==> src/rtl/bb_pkg.sv <==
package bb_pkg;

  localparam int BB_AW    = 32;
  localparam int BB_DW    = 32;
  localparam int BB_SW    = BB_DW / 8;
  localparam int BB_POS_W = $clog2(BB_DW);

  localparam logic [1:0] BB_SIZE_WORD = 2'b10;
  localparam logic [BB_SW-1:0] BB_STRB_ALL = '1;

  typedef enum logic [2:0] {
    SQ_IDLE,
    SQ_ISSUE,
    SQ_WAIT_RD,
    SQ_WR_ISSUE,
    SQ_RESP
  } bb_state_e;

  // Word holding a given byte address.
  function automatic logic [BB_AW-1:0] bb_word_align(input logic [BB_AW-1:0] a);
    return {a[BB_AW-1:2], 2'b00};
  endfunction

  // Position of a bit in the word: byte lane * 8 + bit-in-byte.
  function automatic logic [BB_POS_W-1:0] bb_bit_pos(input logic [1:0] lane,
                                                     input logic [2:0] bit_in_byte);
    return {lane, bit_in_byte};
  endfunction

endpackage

==> src/rtl/bb_alias_decode.sv <==
module bb_alias_decode
  import bb_pkg::*;
#(
  parameter int NUM_WIN     = 2,
  parameter int REGION_BITS = 20,
  parameter logic [NUM_WIN-1:0][BB_AW-1:0] REGION_BASE = '0,
  parameter logic [NUM_WIN-1:0][BB_AW-1:0] ALIAS_BASE  = '0
) (
  input  logic [BB_AW-1:2]    addr_hi,
  output logic                alias_hit,
  output logic [BB_AW-1:0]    target_word,
  output logic [BB_POS_W-1:0] target_pos
);

  localparam int ALIAS_BITS = REGION_BITS + 5;

  logic [NUM_WIN-1:0] hit_vec;
  logic [BB_AW-1:0]    word_vec [NUM_WIN];
  logic [BB_POS_W-1:0] pos_vec  [NUM_WIN];

  for (genvar w = 0; w < NUM_WIN; w++) begin : g_win
    logic [REGION_BITS-1:0] byte_off;
    logic [BB_AW-1:0]       tgt_byte;

    assign hit_vec[w] = (addr_hi[BB_AW-1:ALIAS_BITS] ==
                         ALIAS_BASE[w][BB_AW-1:ALIAS_BITS]);
    assign byte_off   = addr_hi[ALIAS_BITS-1:5];
    assign tgt_byte   = REGION_BASE[w] + BB_AW'(byte_off);
    assign word_vec[w] = bb_word_align(tgt_byte);
    assign pos_vec[w]  = bb_bit_pos(tgt_byte[1:0], addr_hi[4:2]);
  end

  // Lowest window index wins if windows are ever configured to overlap.
  always_comb begin
    alias_hit   = 1'b0;
    target_word = '0;
    target_pos  = '0;
    for (int w = NUM_WIN - 1; w >= 0; w--) begin
      if (hit_vec[w]) begin
        alias_hit   = 1'b1;
        target_word = word_vec[w];
        target_pos  = pos_vec[w];
      end
    end
  end

endmodule

==> src/rtl/bb_bit_merge.sv <==
module bb_bit_merge
  import bb_pkg::*;
(
  input  logic [BB_DW-1:0]    old_word,
  input  logic [BB_POS_W-1:0] pos,
  input  logic                new_bit,
  output logic [BB_DW-1:0]    merged_word,
  output logic                picked_bit
);

  for (genvar i = 0; i < BB_DW; i++) begin : g_bit
    assign merged_word[i] = (pos == BB_POS_W'(i)) ? new_bit : old_word[i];
  end

  assign picked_bit = old_word[pos];

endmodule

==> src/rtl/bb_sequencer.sv <==
module bb_sequencer
  import bb_pkg::*;
(
  input  logic                clk,
  input  logic                rst_n,
  input  logic                cpu_valid,
  output logic                cpu_ready,
  input  logic                cpu_write,
  input  logic [1:0]          cpu_size,
  input  logic [BB_AW-1:0]    cpu_addr,
  input  logic [BB_DW-1:0]    cpu_wdata,
  input  logic [BB_SW-1:0]    cpu_wstrb,
  output logic                cpu_rsp_valid,
  output logic [BB_DW-1:0]    cpu_rdata,
  input  logic                dec_hit,
  input  logic [BB_AW-1:0]    dec_word,
  input  logic [BB_POS_W-1:0] dec_pos,
  output logic [BB_DW-1:0]    rd_word,
  output logic [BB_POS_W-1:0] bit_pos,
  output logic                new_bit,
  input  logic [BB_DW-1:0]    merged_word,
  input  logic                picked_bit,
  output logic                mem_valid,
  input  logic                mem_ready,
  output logic                mem_write,
  output logic [1:0]          mem_size,
  output logic [BB_AW-1:0]    mem_addr,
  output logic [BB_DW-1:0]    mem_wdata,
  output logic [BB_SW-1:0]    mem_wstrb,
  input  logic                mem_rvalid,
  input  logic [BB_DW-1:0]    mem_rdata
);

  bb_state_e state_q;
  logic                wr_q, alias_q, newbit_q;
  logic [1:0]          size_q;
  logic [BB_AW-1:0]    addr_q;
  logic [BB_DW-1:0]    wdata_q, rdata_q, rmw_old_q;
  logic [BB_SW-1:0]    strb_q;
  logic [BB_POS_W-1:0] pos_q;

  // Named events for the assertions.
  logic accept_ev, rmw_read_done, rmw_write_phase, alias_load_busy;
  assign accept_ev       = cpu_valid && cpu_ready;
  assign rmw_read_done   = (state_q == SQ_WAIT_RD) && alias_q && wr_q && mem_rvalid;
  assign rmw_write_phase = (state_q == SQ_WR_ISSUE);
  assign alias_load_busy = alias_q && !wr_q && (state_q != SQ_IDLE);

  assign rd_word = mem_rdata;
  assign bit_pos = pos_q;
  assign new_bit = newbit_q;

  always_ff @(posedge clk) begin
    if (!rst_n) begin
      state_q   <= SQ_IDLE;
      wr_q      <= 1'b0;
      alias_q   <= 1'b0;
      newbit_q  <= 1'b0;
      size_q    <= '0;
      addr_q    <= '0;
      wdata_q   <= '0;
      rdata_q   <= '0;
      rmw_old_q <= '0;
      strb_q    <= '0;
      pos_q     <= '0;
    end else begin
      case (state_q)
        SQ_IDLE: begin
          if (cpu_valid) begin
            wr_q     <= cpu_write;
            alias_q  <= dec_hit;
            addr_q   <= dec_hit ? dec_word : cpu_addr;
            size_q   <= dec_hit ? BB_SIZE_WORD : cpu_size;
            strb_q   <= dec_hit ? BB_STRB_ALL : cpu_wstrb;
            wdata_q  <= cpu_wdata;
            newbit_q <= cpu_wdata[0];
            pos_q    <= dec_pos;
            state_q  <= SQ_ISSUE;
          end
        end
        SQ_ISSUE: begin
          if (mem_ready) begin
            if (wr_q && !alias_q) begin
              rdata_q <= '0;
              state_q <= SQ_RESP;
            end else begin
              state_q <= SQ_WAIT_RD;
            end
          end
        end
        SQ_WAIT_RD: begin
          if (mem_rvalid) begin
            if (!alias_q) begin
              rdata_q <= mem_rdata;
              state_q <= SQ_RESP;
            end else if (!wr_q) begin
              rdata_q <= {{(BB_DW-1){1'b0}}, picked_bit};
              state_q <= SQ_RESP;
            end else begin
              rmw_old_q <= mem_rdata;
              wdata_q   <= merged_word;
              rdata_q   <= '0;
              state_q   <= SQ_WR_ISSUE;
            end
          end
        end
        SQ_WR_ISSUE: begin
          if (mem_ready) state_q <= SQ_RESP;
        end
        SQ_RESP: state_q <= SQ_IDLE;
        default: state_q <= SQ_IDLE;
      endcase
    end
  end

  assign cpu_ready     = (state_q == SQ_IDLE);
  assign cpu_rsp_valid = (state_q == SQ_RESP);
  assign cpu_rdata     = rdata_q;

  assign mem_valid = (state_q == SQ_ISSUE) || (state_q == SQ_WR_ISSUE);
  assign mem_write = (state_q == SQ_WR_ISSUE) || (wr_q && !alias_q);
  assign mem_size  = size_q;
  assign mem_addr  = addr_q;
  assign mem_wdata = wdata_q;
  assign mem_wstrb = strb_q;

  AST_MEM_HOLD: assert property (@(posedge clk) disable iff (!rst_n)
    mem_valid && !mem_ready |=> mem_valid && $stable(mem_addr) && $stable(mem_write));

  AST_CPU_STALL: assert property (@(posedge clk) disable iff (!rst_n)
    accept_ev |=> !cpu_ready);

  AST_IDLE_QUIET: assert property (@(posedge clk) disable iff (!rst_n)
    cpu_ready |-> !mem_valid);

  AST_RMW_BACK_TO_BACK: assert property (@(posedge clk) disable iff (!rst_n)
    rmw_read_done |=> mem_valid && mem_write && mem_addr == $past(mem_addr));

  AST_RMW_ONE_BIT: assert property (@(posedge clk) disable iff (!rst_n)
    rmw_write_phase |-> $countones(mem_wdata ^ rmw_old_q) <= 1);

  AST_RMW_FULL_WORD: assert property (@(posedge clk) disable iff (!rst_n)
    rmw_write_phase |-> mem_wstrb == BB_STRB_ALL && mem_size == BB_SIZE_WORD);

  AST_RMW_BIT_VALUE: assert property (@(posedge clk) disable iff (!rst_n)
    rmw_write_phase |-> mem_wdata[pos_q] == newbit_q);

  AST_LOAD_NO_WRITE: assert property (@(posedge clk) disable iff (!rst_n)
    alias_load_busy |-> !(mem_valid && mem_write));

  AST_LOAD_ZEXT: assert property (@(posedge clk) disable iff (!rst_n)
    cpu_rsp_valid && alias_q && !wr_q |-> cpu_rdata[BB_DW-1:1] == '0);

endmodule

==> src/rtl/bitband_bridge.sv <==
module bitband_bridge
  import bb_pkg::*;
#(
  parameter logic [31:0] SRAM_REGION = 32'h2000_0000,
  parameter logic [31:0] SRAM_ALIAS  = 32'h2200_0000,
  parameter logic [31:0] PERI_REGION = 32'h4000_0000,
  parameter logic [31:0] PERI_ALIAS  = 32'h4200_0000,
  parameter int          REGION_BITS = 20
) (
  input  logic        clk,
  input  logic        rst_n,
  input  logic        cpu_valid,
  output logic        cpu_ready,
  input  logic        cpu_write,
  input  logic [1:0]  cpu_size,
  input  logic [31:0] cpu_addr,
  input  logic [31:0] cpu_wdata,
  input  logic [3:0]  cpu_wstrb,
  output logic        cpu_rsp_valid,
  output logic [31:0] cpu_rdata,
  output logic        mem_valid,
  input  logic        mem_ready,
  output logic        mem_write,
  output logic [1:0]  mem_size,
  output logic [31:0] mem_addr,
  output logic [31:0] mem_wdata,
  output logic [3:0]  mem_wstrb,
  input  logic        mem_rvalid,
  input  logic [31:0] mem_rdata
);

  localparam int NUM_WIN = 2;
  localparam logic [NUM_WIN-1:0][BB_AW-1:0] REGION_TAB = {PERI_REGION, SRAM_REGION};
  localparam logic [NUM_WIN-1:0][BB_AW-1:0] ALIAS_TAB  = {PERI_ALIAS,  SRAM_ALIAS};

  logic                dec_hit;
  logic [BB_AW-1:0]    dec_word;
  logic [BB_POS_W-1:0] dec_pos;
  logic [BB_DW-1:0]    rd_word, merged_word;
  logic [BB_POS_W-1:0] bit_pos;
  logic                new_bit, picked_bit;

  bb_alias_decode #(
    .NUM_WIN     (NUM_WIN),
    .REGION_BITS (REGION_BITS),
    .REGION_BASE (REGION_TAB),
    .ALIAS_BASE  (ALIAS_TAB)
  ) u_decode (
    .addr_hi     (cpu_addr[BB_AW-1:2]),
    .alias_hit   (dec_hit),
    .target_word (dec_word),
    .target_pos  (dec_pos)
  );

  bb_bit_merge u_merge (
    .old_word    (rd_word),
    .pos         (bit_pos),
    .new_bit     (new_bit),
    .merged_word (merged_word),
    .picked_bit  (picked_bit)
  );

  bb_sequencer u_seq (
    .clk           (clk),
    .rst_n         (rst_n),
    .cpu_valid     (cpu_valid),
    .cpu_ready     (cpu_ready),
    .cpu_write     (cpu_write),
    .cpu_size      (cpu_size),
    .cpu_addr      (cpu_addr),
    .cpu_wdata     (cpu_wdata),
    .cpu_wstrb     (cpu_wstrb),
    .cpu_rsp_valid (cpu_rsp_valid),
    .cpu_rdata     (cpu_rdata),
    .dec_hit       (dec_hit),
    .dec_word      (dec_word),
    .dec_pos       (dec_pos),
    .rd_word       (rd_word),
    .bit_pos       (bit_pos),
    .new_bit       (new_bit),
    .merged_word   (merged_word),
    .picked_bit    (picked_bit),
    .mem_valid     (mem_valid),
    .mem_ready     (mem_ready),
    .mem_write     (mem_write),
    .mem_size      (mem_size),
    .mem_addr      (mem_addr),
    .mem_wdata     (mem_wdata),
    .mem_wstrb     (mem_wstrb),
    .mem_rvalid    (mem_rvalid),
    .mem_rdata     (mem_rdata)
  );

endmodule

==> config.mk <==
export PLATFORM = sky130hd
export DESIGN_NAME = bitband_bridge
export DESIGN_NICKNAME = d
export VERILOG_FILES = /design/src/rtl/bb_pkg.sv /design/src/rtl/bb_alias_decode.sv /design/src/rtl/bb_bit_merge.sv /design/src/rtl/bb_sequencer.sv /design/src/rtl/bitband_bridge.sv
export SDC_FILE = /design/constraint.sdc
export NUM_CORES = 1
export LEC_CHECK = 0
export BUFFER_PORTS_ARGS = -buffer_cell sky130_fd_sc_hd__buf_2
export CAP_MARGIN = 40
export CORE_MARGIN = 1
export CORE_UTILIZATION = 53
export CTS_BUF_LIST = sky130_fd_sc_hd__clkbuf_16
export CTS_CLUSTER_DIAMETER = 100
export DETAILED_ROUTE_END_ITERATION = 8
export GPL_TIMING_DRIVEN = 0
export MAX_ROUTING_LAYER = met4
export PLACE_DENSITY = 0.86
export SLEW_MARGIN = 20
export SYNTH_ARGS = -nofsm -noshare
export SYNTH_HDL_FRONTEND = slang
export SYNTH_SLANG_ARGS = --single-unit
==> constraint.sdc <==
create_clock -name clk -period 4.6 [get_ports clk]
set_input_delay 0.46 -clock clk [delete_from_list [all_inputs] [get_ports clk]]
set_output_delay 0.46 -clock clk [all_outputs]
set_load 0.005 [all_outputs]
After elaboration in Yosys (flattened, before gate mapping)
Cells that the tools add are included.
{"block": "classes", "reduce_logical": 12, "add_sub_neg": 2, "n_eq_ne": 44, "n_lt_le_gt_ge": 1, "n_mux": 62}
{"op": "$mux W32", "count": 11}
{"op": "$pmux W32 S2", "count": 2}
{"op": "$eq A5 B5 Y1 const B", "count": 16}
{"op": "$eq A5 B4 Y1 const B", "count": 8}
{"op": "$mux W1", "count": 36}
{"op": "$add A31 B20 Y32 const A", "count": 1}
{"op": "$add A30 B20 Y31 const A", "count": 1}
{"op": "$mux W3", "count": 7}
{"op": "$eq A5 B3 Y1 const B", "count": 4}
{"op": "$pmux W3 S4", "count": 1}
{"op": "$eq A5 B2 Y1 const B", "count": 2}
{"op": "$mux W5", "count": 2}
{"op": "$ne A2 B2 Y1 const B", "count": 4}
{"op": "$reduce_and A4 Y1", "count": 2}
{"op": "$eq A7 B5 Y1 const B", "count": 1}
{"op": "$eq A7 B6 Y1 const B", "count": 1}
{"op": "$eq A3 B2 Y1 const B", "count": 2}
{"op": "$lt A5 B6 Y1 const B", "count": 1}
{"op": "$ne A2 B1 Y1 const B", "count": 3}
{"op": "$bmux W1 S5", "count": 1}
{"op": "$eq A5 B1 Y1 const B", "count": 1}
{"op": "$logic_not A5 Y1", "count": 1}
{"op": "$reduce_and A5 Y1", "count": 1}
{"op": "$mux W4", "count": 1}
{"op": "9 further kinds", "count": 11}
{"block": "word_totals", "wordCells": 131, "out_inout_bits": 106, "regBits": 113}

Depth between registers and ports, before layout
Gate-level depths: netlist of the first run.
{"block": "depth", "ltp_word": 6, "ltp_mapped": 8}

Hierarchy
From an unflattened synthesis of the first run, not the netlist that was laid out.
{"block": "unflattened", "hier_cells": 716, "area_unflattened_um2": 6920.4}
{"module": "bb_sequencer", "n_inst": 1, "area_each_um2": 5484.0, "cells_per_inst": 565, "seq_area_each_um2": 2262.2}
{"module": "bb_bit_merge", "n_inst": 1, "area_each_um2": 874.6, "cells_per_inst": 99, "seq_area_each_um2": 0.0}
{"module": "bb_alias_decode", "n_inst": 1, "area_each_um2": 561.8, "cells_per_inst": 52, "seq_area_each_um2": 0.0}

Least setup slack after synthesis of the first run
Ideal clock, no wire load.
{"block": "synth_timing", "path_type": "input -> register", "from": "input port cpu_addr[26]", "to": "register u_seq.pos_q[0] (netlist: u_seq.bit_pos[0])", "required_time_ns": 4.530, "arrival_time_ns": 1.652, "path_buffers": 2, "path_slack_ns": 2.878, "cell_stages": 6, "path_cell_list": "nor4_1 > and3_1 > clkbuf_1 > buf_2 > nand3_1 > a21oi_1"}
{"block": "synth_via", "elab_chain_cells": 3, "elab_cells_between_ends": 4, "cone_classes": "2 x eq/ne; 2 x mux"}
{"element": "start, declared", "line": "bitband_bridge.sv:16", "rtl": "input logic [31:0] cpu_addr,"}
{"element": "$eq A7 B6 Y1", "line": "bb_alias_decode.sv:25", "rtl": "assign hit_vec[w] = (addr_hi[BB_AW-1:ALIAS_BITS] =="}
{"element": "$mux W5", "line": "bb_alias_decode.sv:39", "rtl": "if (hit_vec[w]) begin"}
{"element": "$mux W5 *", "line": "bb_alias_decode.sv:39"}
{"element": "end signal, assigned", "line": "bb_sequencer.sv:77", "rtl": "pos_q <= dec_pos;"}
{"element": "end, declared", "line": "bb_sequencer.sv:40", "rtl": "logic [BB_POS_W-1:0] pos_q;"}
Every way passes the cells marked *; elsewhere a longest branch is shown, timed or not.
A chain may end at the register's enable or synchronous reset.

Final worst setup path of the first run
{"block": "layout_timing", "from": "register u_seq.pos_q[4] (netlist: u_seq.bit_pos[4])", "to": "register u_seq.wdata_q[7] (netlist: u_seq.mem_wdata[7])"}
{"block": "layout_via", "elab_chain_cells": 6}
{"element": "$eq A5 B3 Y1", "line": "bb_bit_merge.sv:12", "rtl": "assign merged_word[i] = (pos == BB_POS_W'(i)) ? new_bit : old_word[i];"}
{"element": "$mux W1", "line": "bb_bit_merge.sv:12"}
{"element": "$mux W32", "line": "bb_sequencer.sv:96", "rtl": "end else if (!wr_q) begin"}
{"element": "$mux W32", "line": "bb_sequencer.sv:93", "rtl": "if (!alias_q) begin"}
{"element": "$mux W32", "line": "bb_sequencer.sv:92", "rtl": "if (mem_rvalid) begin"}
{"element": "$pmux W32 S2", "line": "bb_sequencer.sv:67", "rtl": "case (state_q)"}
{"element": "end signal, assigned", "line": "bb_sequencer.sv:75", "rtl": "wdata_q <= cpu_wdata;"}
{"element": "end signal, assigned", "line": "bb_sequencer.sv:101", "rtl": "wdata_q <= merged_word;"}
{"element": "end, declared", "line": "bb_sequencer.sv:38", "rtl": "logic [BB_DW-1:0] wdata_q, rdata_q, rmw_old_q;"}
No other way between the ends. The select of a mux whose other input is x is not followed.

==> metrics.txt, run 1 <==
Post-synth ARST share 0%; post-synthesis net count between 800 and 900; Final Skew 8.260 ps; Pre-antenna DRT Iters 6; clk_lat worst skew 410 ps; dpl cell area 6828 um^2; Pwr Density between 300 and 400 nW/um^2; Synth area leader dfxtp_1; Clock Tree Buf Depth 2; syn_area_per_cell 7.688 um^2; Fmax 470.7 MHz; die area 10970 um^2; minimum clock period 2124 ps; largest net degree at the start of global routing 17; Synth Instances 728; EDFF count, synth 0; Req. time, crit path 4940 ps; final period utilization 46.18%; Post-Route WL 18.28 mm; post-CTS resize count 0; Antenna diodes 0; Layout area overhead 31.86%; CP Max Fanout 10; via count around 6300; GP Congestion 0.9348; Tot Pwr roughly 0.0027 W; crit path kind reg2reg; Slew HR 45.03%; synth unique cells 38; Synth Area in Simple Gates between 20% and 30%; setup TNS 0 ps; fin. max-slew vios 0; fin util 71.80%; Final HPWL DP 13.70 mm; initial DRC count 473; Layout Nets 1067; Routed Antenna Nets 0; Main synth FF type dfxtp_1; cell leakage power 3.141 nW; Overflow after GRT 0; CP max-delay cell nor3b_1; worst path cell trace buf_2 > nor3b_1 > nand3_1 > mux2i_1 > a211o_1 > a21oi_1; share of the synthesized area in the top cell type 40.42%; most frequent cells in the layout buf_2, nand2_1, dfxtp_1, a21oi_1, nor2_1; routed length per instance roughly 17 um; Port Buffers 212; share of cells above drive strength 1 27.60%; area of the core 10280 um^2; initial core utilization about 54%; CTS tree done; WP data arrival 2460 ps; postcts setup bufs 0; die height 104.8 um; RSZ-0062 raised after global routing no; Die Wd around 100 um; ranking of synthesized cells by area dfxtp_1, nand2_1, a21oi_1; worst slew pin tran 822.7 ps; final hold vios 0; #FFs+latches synth around 110; status finished clean; Worst VDD drop 0.2228 mV; Setup Viol. Count Final 0; CTS sink cnt ~110; # IOs about 210; Vias/cell 5.700; Post-Synth Adder-Cell Area 0%; CTS root buf clkbuf_16; synth warn 0; DRC Markers 0; Crit. End Element register; worst hold-check path type in2reg; CTS buffer count 17; H-Tree Depth 4; Max Cap Viol 0; Setup crit start kind register; Sequential Area 2262 um^2; Max stage delay on crit path 690 ps; initial antenna violation count 0; multiplexer share of the synthesized area roughly 4.7%; cts hold-fix bufs 0; XOR/XNOR share of the synthesized area less than 1%; footprint of the multi-input gates 3019 um^2; most common cell after layout, fill and taps aside buf_2; vias in the first global route 5887; first-pass GRT wire length 28.76 mm; Seq/Total Area, Yosys 40.42%; Final Non-Filler Cells 1107; cell area after synthesis 5597 um^2; placed cells 1076; # rows 37; filler instances 910; largest family of logic cells by synthesized area simple AND/OR/NAND/NOR gates; all-layer global routing usage about a third; Final Cell Area 7380 um^2; clock-pin transition on the worst setup and hold timing paths 50 ps; Synth Area in Compound Gates 20.05%
## cell usage after synthesis (4+ instances only)
cell        n
nor2b_1     8
a21boi_0   19
nand2_1   140
dfxtp_1   113
nor2_1     71
nor3b_1     4
a311oi_1   18
nor3_1     13
nand2b_1   34
buf_1       9
nand3b_1    7
mux2i_1    13
o21ai_0    20
a311o_1    24
buf_2      18
a211o_1     9
nand3_1    69
clkbuf_1   40
a21oi_1    72
mux4_2      6
## logic make-up (layout without fill, tap and decap cells)
| family | Yosys count | count (layout) |
|---|---|---|
| simple gates | 355 | 355 |
| compound gates | 167 | 167 |
| flops | 113 | 113 |
| buf+inv | 73 | 316 |
| mux | 19 | 19 |
| xor+xnor | 1 | 1 |
## per-stage QoR
step                      hold WS, ps  setup WS [ps]
after floorplan                 448.2           2878
after detailed placement        442.9           2417
after CTS                       285.9           2537
after global placement          437.0           2417
after global routing            294.1           2310
final                           289.9           2476
## critical path, delay by kind of cell (launching register included)
kind | cells | cell delay, ps
mux | 1 | 190
compound gates | 2 | 460
flops | 1 | 310
simple gates | 2 | 900
buf+inv | 1 | 180
## power by group
group / switching [W] / total, W / internal, W
Combinational: 0.000232 / 0.000402 / 0.000170
Sequential: 0.0000304 / 0.00107 / 0.00104
Clock: 0.000456 / 0.00124 / 0.000780
## registers in the layout (all words and copies together) (netlist names)
signal           count
u_seq.cpu_rdata     32
u_seq.mem_addr      32
u_seq.mem_wdata     32
u_seq.bit_pos        5
u_seq.mem_wstrb      4
u_seq.state_q        3
u_seq.mem_size       2
u_seq.alias_q        1
u_seq.new_bit        1
u_seq.wr_q           1
## path summary, 6_finish.rpt
path	start	slack, ps	to	depth (start not counted)
setup / recovery	u_seq.bit_pos[4]	2480	u_seq.mem_wdata[7]	6
hold / removal	cpu_wstrb[1]	290	u_seq.mem_wstrb[1]	3
setup reg to reg	u_seq.bit_pos[4]	2480	u_seq.mem_wdata[7]	6
hold reg to reg	u_seq.mem_wdata[20]	450	u_seq.mem_wdata[20]	2
## per-layer routing
metal / vias up / wire length (um) / GRT usage, %
met1: 2888 / 7392 / 40.47
li1: 3007 / - / -
met3: 61 / 1630 / 6.425
met4: 0 / 601 / 11.97
met5: - / 0 / -
met2: 354 / 8660 / 56.72
## area by class of cell
cell class	count	area share [%]
buffer	70	4.120
clock buffer	17	5.765
clock inverter	14	1.712
inverter	3	0.1526
multi-input combinational	542	40.91
sequential	113	30.65
tap	136	2.306
timing repair buffer	212	14.38
Power figures use the tool's default switching activity.
==> inputs of run 2 (changes only) <==
- CORE_UTILIZATION: 53 -> 45
- PLACE_DENSITY: 0.86 -> 0.77
- clock period: 4.6 -> 1.7 ns (I/O delays scaled with it)
==> metrics.txt, run 2 (synthesis results as in run 1) <==
RSZ-0062 raised after global routing yes; GP Congestion 0.8814 (-5.7%); Final Cell Area 8045 um^2 (+9.0%); Overflow after GRT 0 (unchanged); Pre-antenna DRT Iters 5 (-1); Pwr Density 1023 nW/um^2 (+180%); Die Wd 113.5 um (+8.4%); WP data arrival 2160 ps (-300 ps); CTS root buf clkbuf_16; first-pass GRT wire length 29.55 mm (+2.8%); cell leakage power 3.459 nW (+10%); area of the core 12060 um^2 (+17%); initial antenna violation count 0 (unchanged); largest net degree at the start of global routing 17 (unchanged); initial DRC count 565 (+19%); crit path kind reg2reg; setup TNS -1537 ps (-1537 ps); most frequent cells in the layout buf_2, nand2_1, dfxtp_1, a21oi_1, nor2_1; Sequential Area 2271 um^2 (+0.39%); CP Max Fanout 10 (unchanged); final hold vios 1 (+1); failing checks negative hold slack, negative setup slack; # IOs 214 (unchanged); Port Buffers 212 (unchanged); # rows 40 (+8.1%); Vias/cell 5.500 (-3.5%); Worst VDD drop 0.5651 mV (+150%); via count 6386 (+1.2%); worst setup margin -103.7 ps (-2579 ps); CTS sink cnt 113 (unchanged); Fin Hold WS -1.505 ps (-291.5 ps); filler instances 1045 (+15%); most common cell after layout, fill and taps aside buf_2; clk_lat worst skew 420 ps (about the same); Clock Tree Buf Depth 2 (unchanged); minimum clock period 1804 ps (-320.7 ps); H-Tree Depth 4 (unchanged); Layout area overhead 43.75%; Final HPWL DP 13.97 mm (+1.9%); die area 12890 um^2 (+17%); Final Skew 8.175 ps (-0.08435 ps); Slew HR 59.73% (+15 points); routed length per instance 16.89 um (+2.2%); fin util 66.70% (-5.1 points); worst slew pin tran 604.0 ps (-218.7 ps); Antenna diodes 0 (unchanged); CTS tree done; vias in the first global route 6005 (+2.0%); Final Non-Filler Cells 1161 (+4.9%); final period utilization 106.1% (+60 points); die height 113.5 um (+8.4%); all-layer global routing usage 30.45% (-3.3 points); share of cells above drive strength 1 33.74% (+6.1 points); Setup Viol. Count Final 27 (+27); DRC Markers 0 (unchanged); status finished, violations left; worst hold-check path type in2reg; footprint of the multi-input gates 3152 um^2 (+4.4%); placed cells 1108 (+3.0%); Layout Nets 1088 (+2.0%); dpl cell area 6868 um^2 (+0.59%); Fmax 554.4 MHz (+18%); CTS buffer count 17 (unchanged); clock-pin transition on the worst setup and hold timing paths 60 ps (about the same); Routed Antenna Nets 0 (unchanged); initial core utilization 46.40% (-8.1 points); Crit. End Element register; fin. max-slew vios 0 (unchanged); Setup crit start kind register; Max Cap Viol 0 (unchanged); Req. time, crit path 2050 ps (-2890 ps); Post-Route WL 19.61 mm (+7.2%)
[run 2: changes by cell type in the layout (fill, tap and decap cells not counted), moves of 6 or more]
cell / change
clkbuf_2: +7
buf_1: -6
buf_4: +17
clkbuf_4: +9
dlygate4sd3_1: +6
buf_6: +10
buf_2: -9
clkbuf_1: -20
[run 2: per-stage QoR]
stage               power, W  worst slack (ps)
floorplan           0.003522            -2.303
global route        0.008516            -137.9
CTS                 0.008179            -97.80
finish              0.008229            -103.7
global placement    0.004016            -317.6
detailed placement  0.004025            -362.3
[run 2: what timing repair did]
action,CTS,global route
buffers inserted,7,6
cloned,1,2
pin swaps,26,9
hold buffers,6,0
hold endpoints to repair,6,0
setup endpoints to repair,112,111
resized for setup,60,67
[run 2: cell type report]
type	instances	share of cell area, %
multi-input combinational	543	39.18
sequential	113	28.23
timing repair buffer	233	15.74
buffer	69	5.770
clock buffer	17	5.288
clock inverter	15	3.048
tap	168	2.613
inverter	3	0.1400
[run 2: routing by layer]
| layer | share of wire [%] | global-route usage [%] |
|---|---|---|
| met2 | 47 | 50.65 |
| met1 | 41 | 34.92 |
| met4 | 3.4 | 13.77 |
| met5 | 0 | - |
| met3 | 8.4 | 7.014 |
[run 2: critical path, cell delays in order (launching register included)]
cell	delay, ps
dfxtp_2	390
nor3b_4	240
nand3_1	150
o21a_4	250
buf_6	140
buf_12	130
a311o_1	300
a21oi_1	120
[run 2: path summary, 6_finish.rpt]
kind                            cells after the start  slack, ps                 end                from
worst max-delay path                                7       -100  u_seq.mem_wdata[0]    u_seq.state_q[2]
worst min-delay path                                3         -2  u_seq.mem_wstrb[3]        cpu_wstrb[3]
worst min register to register                      2        450  u_seq.mem_addr[22]  u_seq.mem_addr[22]
worst max register to register                      7       -100  u_seq.mem_wdata[0]    u_seq.state_q[2]
[run 2: where the power goes]
group / switching, W / total (W) / internal [W] / leakage (nW)
Sequential: 0.0000907 / 0.00291 / 0.00281 / 0.926
Clock: 0.00125 / 0.00411 / 0.00286 / 0.334
Combinational: 0.000663 / 0.00122 / 0.000556 / 2.20
